### src/rtl/spim_pkg.sv
// Shared constants and types for the byte SPI master.
// Assumes a byte-wide register window with four addresses.
package spim_pkg;
    localparam int DATA_W   = 8;
    localparam int ADDR_W   = 2;
    localparam int MAX_HALF = 64;
    localparam int CNT_W    = $clog2(MAX_HALF);
    localparam int EDGE_W   = $clog2(2 * DATA_W);

    typedef enum logic [ADDR_W-1:0] {
        ADR_CTRL = ADDR_W'(0),
        ADR_STAT = ADDR_W'(1),
        ADR_DATA = ADDR_W'(2),
        ADR_SEL  = ADDR_W'(3)
    } addr_e;

    // Control register layout, most significant field first.
    typedef struct packed {
        logic       dbl;
        logic [1:0] rate;
        logic       irq_en;
        logic       lsb_first;
        logic       master;
        logic       enable;
    } ctrl_t;

    localparam int CTRL_W = $bits(ctrl_t);

    // Half serial period in system clocks, minus one, for a rate setting.
    function automatic logic [CNT_W-1:0] rate_half_m1(logic [1:0] rate, logic dbl);
        int div;
        div = (rate == 2'd3) ? 128 : (4 << (2 * int'(rate)));
        if (dbl) div = div / 2;
        return CNT_W'(div / 2 - 1);
    endfunction
endpackage

### src/rtl/spim_clkdiv.sv
// Half-period tick generator for the serial clock.
// Assumes half_m1 is stable while run is high.
module spim_clkdiv
    import spim_pkg::*;
(
    input  logic             clk,
    input  logic             rst_n,
    input  logic             run,
    input  logic [CNT_W-1:0] half_m1,
    output logic             tick
);
    logic [CNT_W-1:0] cnt_q;
    logic             wrap;

    assign wrap = (cnt_q == half_m1);
    assign tick = run && wrap;

    // Count system clocks inside each half period; hold at zero when idle.
    always_ff @(posedge clk) begin
        if (!rst_n) begin
            cnt_q <= '0;
        end else if (!run || wrap) begin
            cnt_q <= '0;
        end else begin
            cnt_q <= cnt_q + 1'b1;
        end
    end
endmodule

### src/rtl/spim_shifter.sv
// One-byte full-duplex shift engine, serial clock idle low.
// Output bit is stable before each rising edge and moves on falling
// edges; input bit is captured on rising edges. Assumes start is never
// raised while busy and lsb_first is stable during a transfer.
module spim_shifter
    import spim_pkg::*;
(
    input  logic              clk,
    input  logic              rst_n,
    input  logic              start,
    input  logic [DATA_W-1:0] load,
    input  logic              lsb_first,
    input  logic              tick,
    input  logic              miso,
    output logic              busy,
    output logic              sck,
    output logic              mosi,
    output logic              done,
    output logic [DATA_W-1:0] rx
);
    logic [DATA_W-1:0] tx_q;
    logic [DATA_W-1:0] rx_q;
    logic [DATA_W-1:0] tx_up, tx_dn, rx_up, rx_dn;
    logic [EDGE_W-1:0] edge_q;
    logic              busy_q, sck_q, done_q;
    logic              last_edge;

    // Next-value networks for both shift directions, one slice per bit.
    for (genvar i = 0; i < DATA_W; i++) begin : g_bit
        if (i == 0) begin : g_lo
            assign tx_up[i] = 1'b0;
            assign rx_up[i] = miso;
        end else begin : g_lo_mid
            assign tx_up[i] = tx_q[i-1];
            assign rx_up[i] = rx_q[i-1];
        end
        if (i == DATA_W - 1) begin : g_hi
            assign tx_dn[i] = 1'b0;
            assign rx_dn[i] = miso;
        end else begin : g_hi_mid
            assign tx_dn[i] = tx_q[i+1];
            assign rx_dn[i] = rx_q[i+1];
        end
    end

    assign last_edge = (edge_q == EDGE_W'(2 * DATA_W - 1));

    // Walk through the sixteen serial clock edges of one byte.
    always_ff @(posedge clk) begin
        if (!rst_n) begin
            busy_q <= 1'b0;
            sck_q  <= 1'b0;
            done_q <= 1'b0;
            edge_q <= '0;
            tx_q   <= '0;
            rx_q   <= '0;
        end else begin
            done_q <= 1'b0;
            if (start) begin
                busy_q <= 1'b1;
                sck_q  <= 1'b0;
                edge_q <= '0;
                tx_q   <= load;
            end else if (busy_q && tick) begin
                edge_q <= edge_q + 1'b1;
                if (!sck_q) begin
                    sck_q <= 1'b1;
                    rx_q  <= lsb_first ? rx_dn : rx_up;
                end else begin
                    sck_q <= 1'b0;
                    if (last_edge) begin
                        busy_q <= 1'b0;
                        done_q <= 1'b1;
                    end else begin
                        tx_q <= lsb_first ? tx_dn : tx_up;
                    end
                end
            end
        end
    end

    assign busy = busy_q;
    assign sck  = sck_q;
    assign done = done_q;
    assign rx   = rx_q;
    assign mosi = busy_q && (lsb_first ? tx_q[0] : tx_q[DATA_W-1]);
endmodule

### src/rtl/spim_regs.sv
// Register window: control, status flags, read buffer and select output.
// Flags clear by a status read followed by any data register access.
// Assumes one strobe per cycle at a single address.
module spim_regs
    import spim_pkg::*;
(
    input  logic              clk,
    input  logic              rst_n,
    input  logic              wr_en,
    input  logic              rd_en,
    input  logic [ADDR_W-1:0] addr,
    input  logic [DATA_W-1:0] wdata,
    output logic [DATA_W-1:0] rdata,
    input  logic              busy,
    input  logic              xfer_done,
    input  logic [DATA_W-1:0] rx_byte,
    output logic              start,
    output logic              lat_lsb,
    output logic [1:0]        lat_rate,
    output logic              lat_dbl,
    output logic              irq,
    output logic              ss_n
);
    ctrl_t             ctrl_q;
    logic              sel_q;
    logic              done_q, coll_q;
    logic              arm_done_q, arm_coll_q;
    logic [DATA_W-1:0] rbuf_q;
    logic              lsb_q, dbl_q;
    logic [1:0]        rate_q;
    logic              data_wr, data_acc, stat_rd, collide;

    assign data_wr  = wr_en && (addr == ADR_DATA);
    assign data_acc = (wr_en || rd_en) && (addr == ADR_DATA);
    assign stat_rd  = rd_en && (addr == ADR_STAT);
    assign start    = data_wr && ctrl_q.enable && ctrl_q.master && !busy;
    assign collide  = data_wr && busy;

    // Software-written control and select registers.
    always_ff @(posedge clk) begin
        if (!rst_n) begin
            ctrl_q <= '0;
            sel_q  <= 1'b1;
        end else if (wr_en) begin
            if (addr == ADR_CTRL) ctrl_q <= ctrl_t'(wdata[CTRL_W-1:0]);
            if (addr == ADR_SEL)  sel_q  <= wdata[0];
        end
    end

    // Completion and collision flags with their two-step clear.
    always_ff @(posedge clk) begin
        if (!rst_n) begin
            done_q     <= 1'b0;
            coll_q     <= 1'b0;
            arm_done_q <= 1'b0;
            arm_coll_q <= 1'b0;
        end else begin
            if (xfer_done)                    done_q <= 1'b1;
            else if (data_acc && arm_done_q)  done_q <= 1'b0;
            if (collide)                      coll_q <= 1'b1;
            else if (data_acc && arm_coll_q)  coll_q <= 1'b0;
            if (stat_rd && done_q)            arm_done_q <= 1'b1;
            else if (data_acc)                arm_done_q <= 1'b0;
            if (stat_rd && coll_q)            arm_coll_q <= 1'b1;
            else if (data_acc)                arm_coll_q <= 1'b0;
        end
    end

    // Read buffer: takes the shifted-in byte when a transfer completes.
    always_ff @(posedge clk) begin
        if (!rst_n) begin
            rbuf_q <= '0;
        end else if (xfer_done) begin
            rbuf_q <= rx_byte;
        end
    end

    // Freeze the order and rate for the duration of a transfer.
    always_ff @(posedge clk) begin
        if (!rst_n) begin
            lsb_q  <= 1'b0;
            rate_q <= '0;
            dbl_q  <= 1'b0;
        end else if (start) begin
            lsb_q  <= ctrl_q.lsb_first;
            rate_q <= ctrl_q.rate;
            dbl_q  <= ctrl_q.dbl;
        end
    end

    // Read data selection by address.
    always_comb begin
        rdata = '0;
        case (addr)
            ADR_CTRL: rdata = DATA_W'(ctrl_q);
            ADR_STAT: rdata = DATA_W'({coll_q, done_q});
            ADR_DATA: rdata = rbuf_q;
            ADR_SEL:  rdata = DATA_W'(sel_q);
            default:  rdata = '0;
        endcase
    end

    assign irq      = done_q && ctrl_q.irq_en;
    assign ss_n     = sel_q;
    assign lat_lsb  = lsb_q;
    assign lat_rate = rate_q;
    assign lat_dbl  = dbl_q;
endmodule

### src/rtl/spim_byte_ctrl.sv
// Top of the byte SPI master: register window, clock divider and
// shift engine. Assumes the select output is sequenced by software.
module spim_byte_ctrl
    import spim_pkg::*;
(
    input  logic              clk,
    input  logic              rst_n,
    input  logic              wr_en,
    input  logic              rd_en,
    input  logic [ADDR_W-1:0] addr,
    input  logic [DATA_W-1:0] wdata,
    output logic [DATA_W-1:0] rdata,
    output logic              sck,
    output logic              mosi,
    input  logic              miso,
    output logic              ss_n,
    output logic              irq
);
    logic              busy, xfer_done, start, tick;
    logic              lat_lsb, lat_dbl;
    logic [1:0]        lat_rate;
    logic [DATA_W-1:0] rx_byte;
    logic [CNT_W-1:0]  half_m1;

    assign half_m1 = rate_half_m1(lat_rate, lat_dbl);

    spim_regs u_regs (
        .clk       (clk),
        .rst_n     (rst_n),
        .wr_en     (wr_en),
        .rd_en     (rd_en),
        .addr      (addr),
        .wdata     (wdata),
        .rdata     (rdata),
        .busy      (busy),
        .xfer_done (xfer_done),
        .rx_byte   (rx_byte),
        .start     (start),
        .lat_lsb   (lat_lsb),
        .lat_rate  (lat_rate),
        .lat_dbl   (lat_dbl),
        .irq       (irq),
        .ss_n      (ss_n)
    );

    spim_clkdiv u_div (
        .clk     (clk),
        .rst_n   (rst_n),
        .run     (busy),
        .half_m1 (half_m1),
        .tick    (tick)
    );

    spim_shifter u_shift (
        .clk       (clk),
        .rst_n     (rst_n),
        .start     (start),
        .load      (wdata),
        .lsb_first (lat_lsb),
        .tick      (tick),
        .miso      (miso),
        .busy      (busy),
        .sck       (sck),
        .mosi      (mosi),
        .done      (xfer_done),
        .rx        (rx_byte)
    );
endmodule

### config.mk
export PLATFORM = sky130hd
export DESIGN_NAME = spim_byte_ctrl
export DESIGN_NICKNAME = d
export VERILOG_FILES = /design/src/rtl/spim_pkg.sv /design/src/rtl/spim_clkdiv.sv /design/src/rtl/spim_shifter.sv /design/src/rtl/spim_regs.sv /design/src/rtl/spim_byte_ctrl.sv
export SDC_FILE = /design/constraint.sdc
export NUM_CORES = 1
export LEC_CHECK = 0
export CORE_MARGIN = 2
export CORE_UTILIZATION = 33
export CTS_BUF_LIST = sky130_fd_sc_hd__clkbuf_2
export DETAILED_ROUTE_END_ITERATION = 12
export SETUP_SLACK_MARGIN = 0.02
export SYNTH_ARGS = -nofsm -noshare
export SYNTH_HDL_FRONTEND = slang
export SYNTH_SLANG_ARGS = --single-unit
export TNS_END_PERCENT = 5
### constraint.sdc
create_clock -name clk -period 3 [get_ports clk]
set_input_delay 0.3 -clock clk [delete_from_list [all_inputs] [get_ports clk]]
set_output_delay 0.3 -clock clk [all_outputs]
set_load 0.01 [all_outputs]
==> results.cfg <==
[power_and_ir_drop]
p_leak_uw = 0.00126
p_sw_uw = 260
p_clk_share_pct = 31.2
p_per_area_mw_per_mm2 = 354
switching_share_pct = 22.8
p_int_uw = 883
comb_power_share_pct = 6.5
irDropWorstVdd_mv = 0.180
power_frac_seq_pct = 62.3

[grt]
grt_usage_pct = 14.0
globalRouteOverflowTotal = 0
grt_max_degree = 39
antenna_found_initial = 0
grt_pass1_wl_um = 9940
grt_pass1_vias = 2047

[die]
initial_core_util_pct = 34.6
dieArea_mm2 = 0.00892
ios = 27
die_h_um = 94.4
core_area_mm2 = 0.00781
rows = 32
die_w_um = 94.4

[setup_path]
crit_required_ps = 3380
path_cells = or3_1, ha_2, xor2_1, a311o_1, a221oi_4, nor4b_4, buf_4, a31oi_4, buf_12, mux2i_1
worstPathArrival_ps = 3200
cp_slowest_cell = dfxtp_1
cp-start-kind = register
critPathKind = register to register
critPathMaxFanout = 9
cpLargestDelayFamily = compound AO/OA/AOI/OAI gates
end_kind = register
r2r_cells = 10
critical_path_buf_inv_count = 2
path_depth = 10
slowest_delay_ps = 450

[finish]
synthToLayoutAreaGrowth_pct = 19.5
fill_cells = 789
num_antenna_cells = 0
register_area_mm2 = 0.00107
nets = 342
multiInputGateArea_mm2 = 0.00157
drive_gt1_share_pct = 10.5

[place]
portBuffers = 26
gp_congestion = 0.743
dp_hpwl_um = 4140

[sta]
fin_skew_ps = 38.4
slew_violations = 0
max_freq_mhz = 355
fin_crit_sh_pct = 94.0
fin_crit_ps = 2820
tns_ps = 0
setup_viol = 0
rsz0062_at_grt = false
hold_violations = 0
slew_headroom_pct = 60.3
holdWs_ps = 457
worst_slew_pin_slew_ps = 594

[clocking]
cts_root_buf = clkbuf_2
cts.path.max_buffers = 2
cts-htree-levels = 2
clkTransAtPathRegs_ps = 280
clk_latency_ps = 440
cts_tree = built
numCtsBuffers = 5
cts.sinks = 53

[drt]
wire_per_inst_um = 13.9
drc = 0
drt_iter0_markers = 126
routed_wl_um = 5910
vias_per_cell = 4.97
vias = 2117
ant_nets = 0
dr.pass1.iters = 4

[run_status]
outcome = finished, final reports clean

[yosys]
ys_seq_area_share_pct = 39.3
synth_area_leaders = dfxtp_1 (39%), mux2i_1 (17%), nand2_1 (6.8%), nor2b_1 (5.6%), o211a_1 (3.0%)
synth_ff_type = dfxtp_1
yosys.area.top_type = dfxtp_1
synth_top_area_share_pct = 39.3
synth_nets = 311
syn_area_per_cell_um2 = 9.21
ys_warn_count = 0
synth_seq_cells = 53
async_flop_share_pct = 0
netlist_area_mm2 = 0.00270
netlist_instances = 293
synth_cell_type_count = 43
synth.most_common_cell = dfxtp_1
synth_edf_count = 0
netlist_top_cells_count = dfxtp_1 (53), nand2_1 (49), mux2i_1 (47)

[worst_hold_path]
whs_path_depth = 2
hold_path.class = register to register

[run]
drv_cap = 0
## metal layers
layer  track usage (%)  up-vias  share of wire [%]
met3              2.95        7                3.9
met2              21.7       42                 44
met1              19.4      990                 51
met4              4.95        0                1.8
li1                  -     1078                  -
met5                 0        -                  0
## logic make-up after synthesis
logic type      count (synthesis)  synth area share [%]
simple gates                  123                  23.3
flops                          53                  39.3
mux                            48                  18.3
compound gates                 34                  10.9
buf+inv                        21                  3.24
xor+xnor                       11                  3.57
fa+ha+maj                       3                  1.39
## power groups by stage
stage / Combinational [uW] / Sequential (uW) / Clock, uW
finish: 73.9 / 712 / 357
detailed placement: 73.2 / 726 / 0
floorplan: 35.9 / 725 / 0
global route: 80.0 / 714 / 400
global placement: 73.6 / 726 / 0
CTS: 73.8 / 713 / 368
## path summary, 6_finish.rpt
check,from,end,slack (ps)
max,u_regs.lat_rate[0],u_shift.tx_q[1],180
min,u_regs.ctrl_q[4],u_regs.lat_rate[0],460
max reg2reg,u_regs.lat_rate[0],u_shift.tx_q[1],180
min reg2reg,u_regs.ctrl_q[4],u_regs.lat_rate[0],460
## flip-flops by register name, summed over array words and instances (netlist names)
name	cells
u_shift.busy	1
u_regs.done_q	1
u_shift.rx	8
u_regs.ctrl_q	7
u_shift.done	1
u_regs.arm_coll_q	1
u_shift.tx_q	8
u_regs.rbuf_q	8
u_div.cnt_q	6
u_regs.lat_lsb	1
u_regs.lat_rate	2
u_regs.lat_dbl	1
u_regs.coll_q	1
u_regs.arm_done_q	1
u_shift.sck	1
u_shift.edge_q	4
u_regs.ss_n	1
## cells in the final DEF (no fill, tap or decap), types with 2 or more instances in the layout
master	count
dfxtp_1	51
nand2_1	49
mux2i_1	47
clkdlybuf4s50_1	26
nor2b_1	24
buf_4	15
nor2_1	12
o211a_1	8
nor3_1	8
xnor2_1	7
nand3_1	7
o211ai_1	6
clkbuf_2	5
xor2_1	4
a21boi_0	4
and2_1	3
nand2b_1	3
inv_1	3
o21ai_0	3
nor3b_1	3
and3_1	3
and4_1	2
nand4_1	2
a22oi_1	2
a21oi_1	2
ha_1	2
## cell type report
class | instances | share of cell area (%)
clock inverters | 2 | 1.09
inverters | 3 | 0.349
well taps | 102 | 3.96
multi-input cells | 219 | 48.6
flip-flops and latches | 53 | 33.1
clock buffers | 5 | 0.776
repair buffers | 42 | 12.2
## per-stage QoR
| step | std cells | instance area (um^2) | power [uW] | setup slack (ps) | utilization (%) |
|---|---|---|---|---|---|
| after floorplan | 293 | 2700 | 761 | 218 | - |
| after global placement | 412 | 3080 | 800 | 189 | 39.4 |
| after detailed placement | 412 | 3080 | 799 | 82.2 | 39.4 |
| after CTS | 420 | 3160 | 1160 | 94.5 | 40.4 |
| after global routing | 426 | 3220 | 1190 | 34.3 | 41.3 |
| final | 426 | 3220 | 1140 | 180 | 41.3 |
## what timing repair did
action,in CTS,in global routing
resized for setup,0,6
setup endpoints to repair,5,23
pin swaps,1,2
hold buffers,0,0
setup buffers,1,6
## worst reg2reg max path, cell delays in order, from the launching register on
cell and delay (ps):
dfxtp_1 450, or3_1 350, ha_2 220, xor2_1 160
a311o_1 400, a221oi_4 370, nor4b_4 70, buf_4 180
a31oi_4 210, buf_12 160, mux2i_1 180
(Power assumes the default switching activity.)
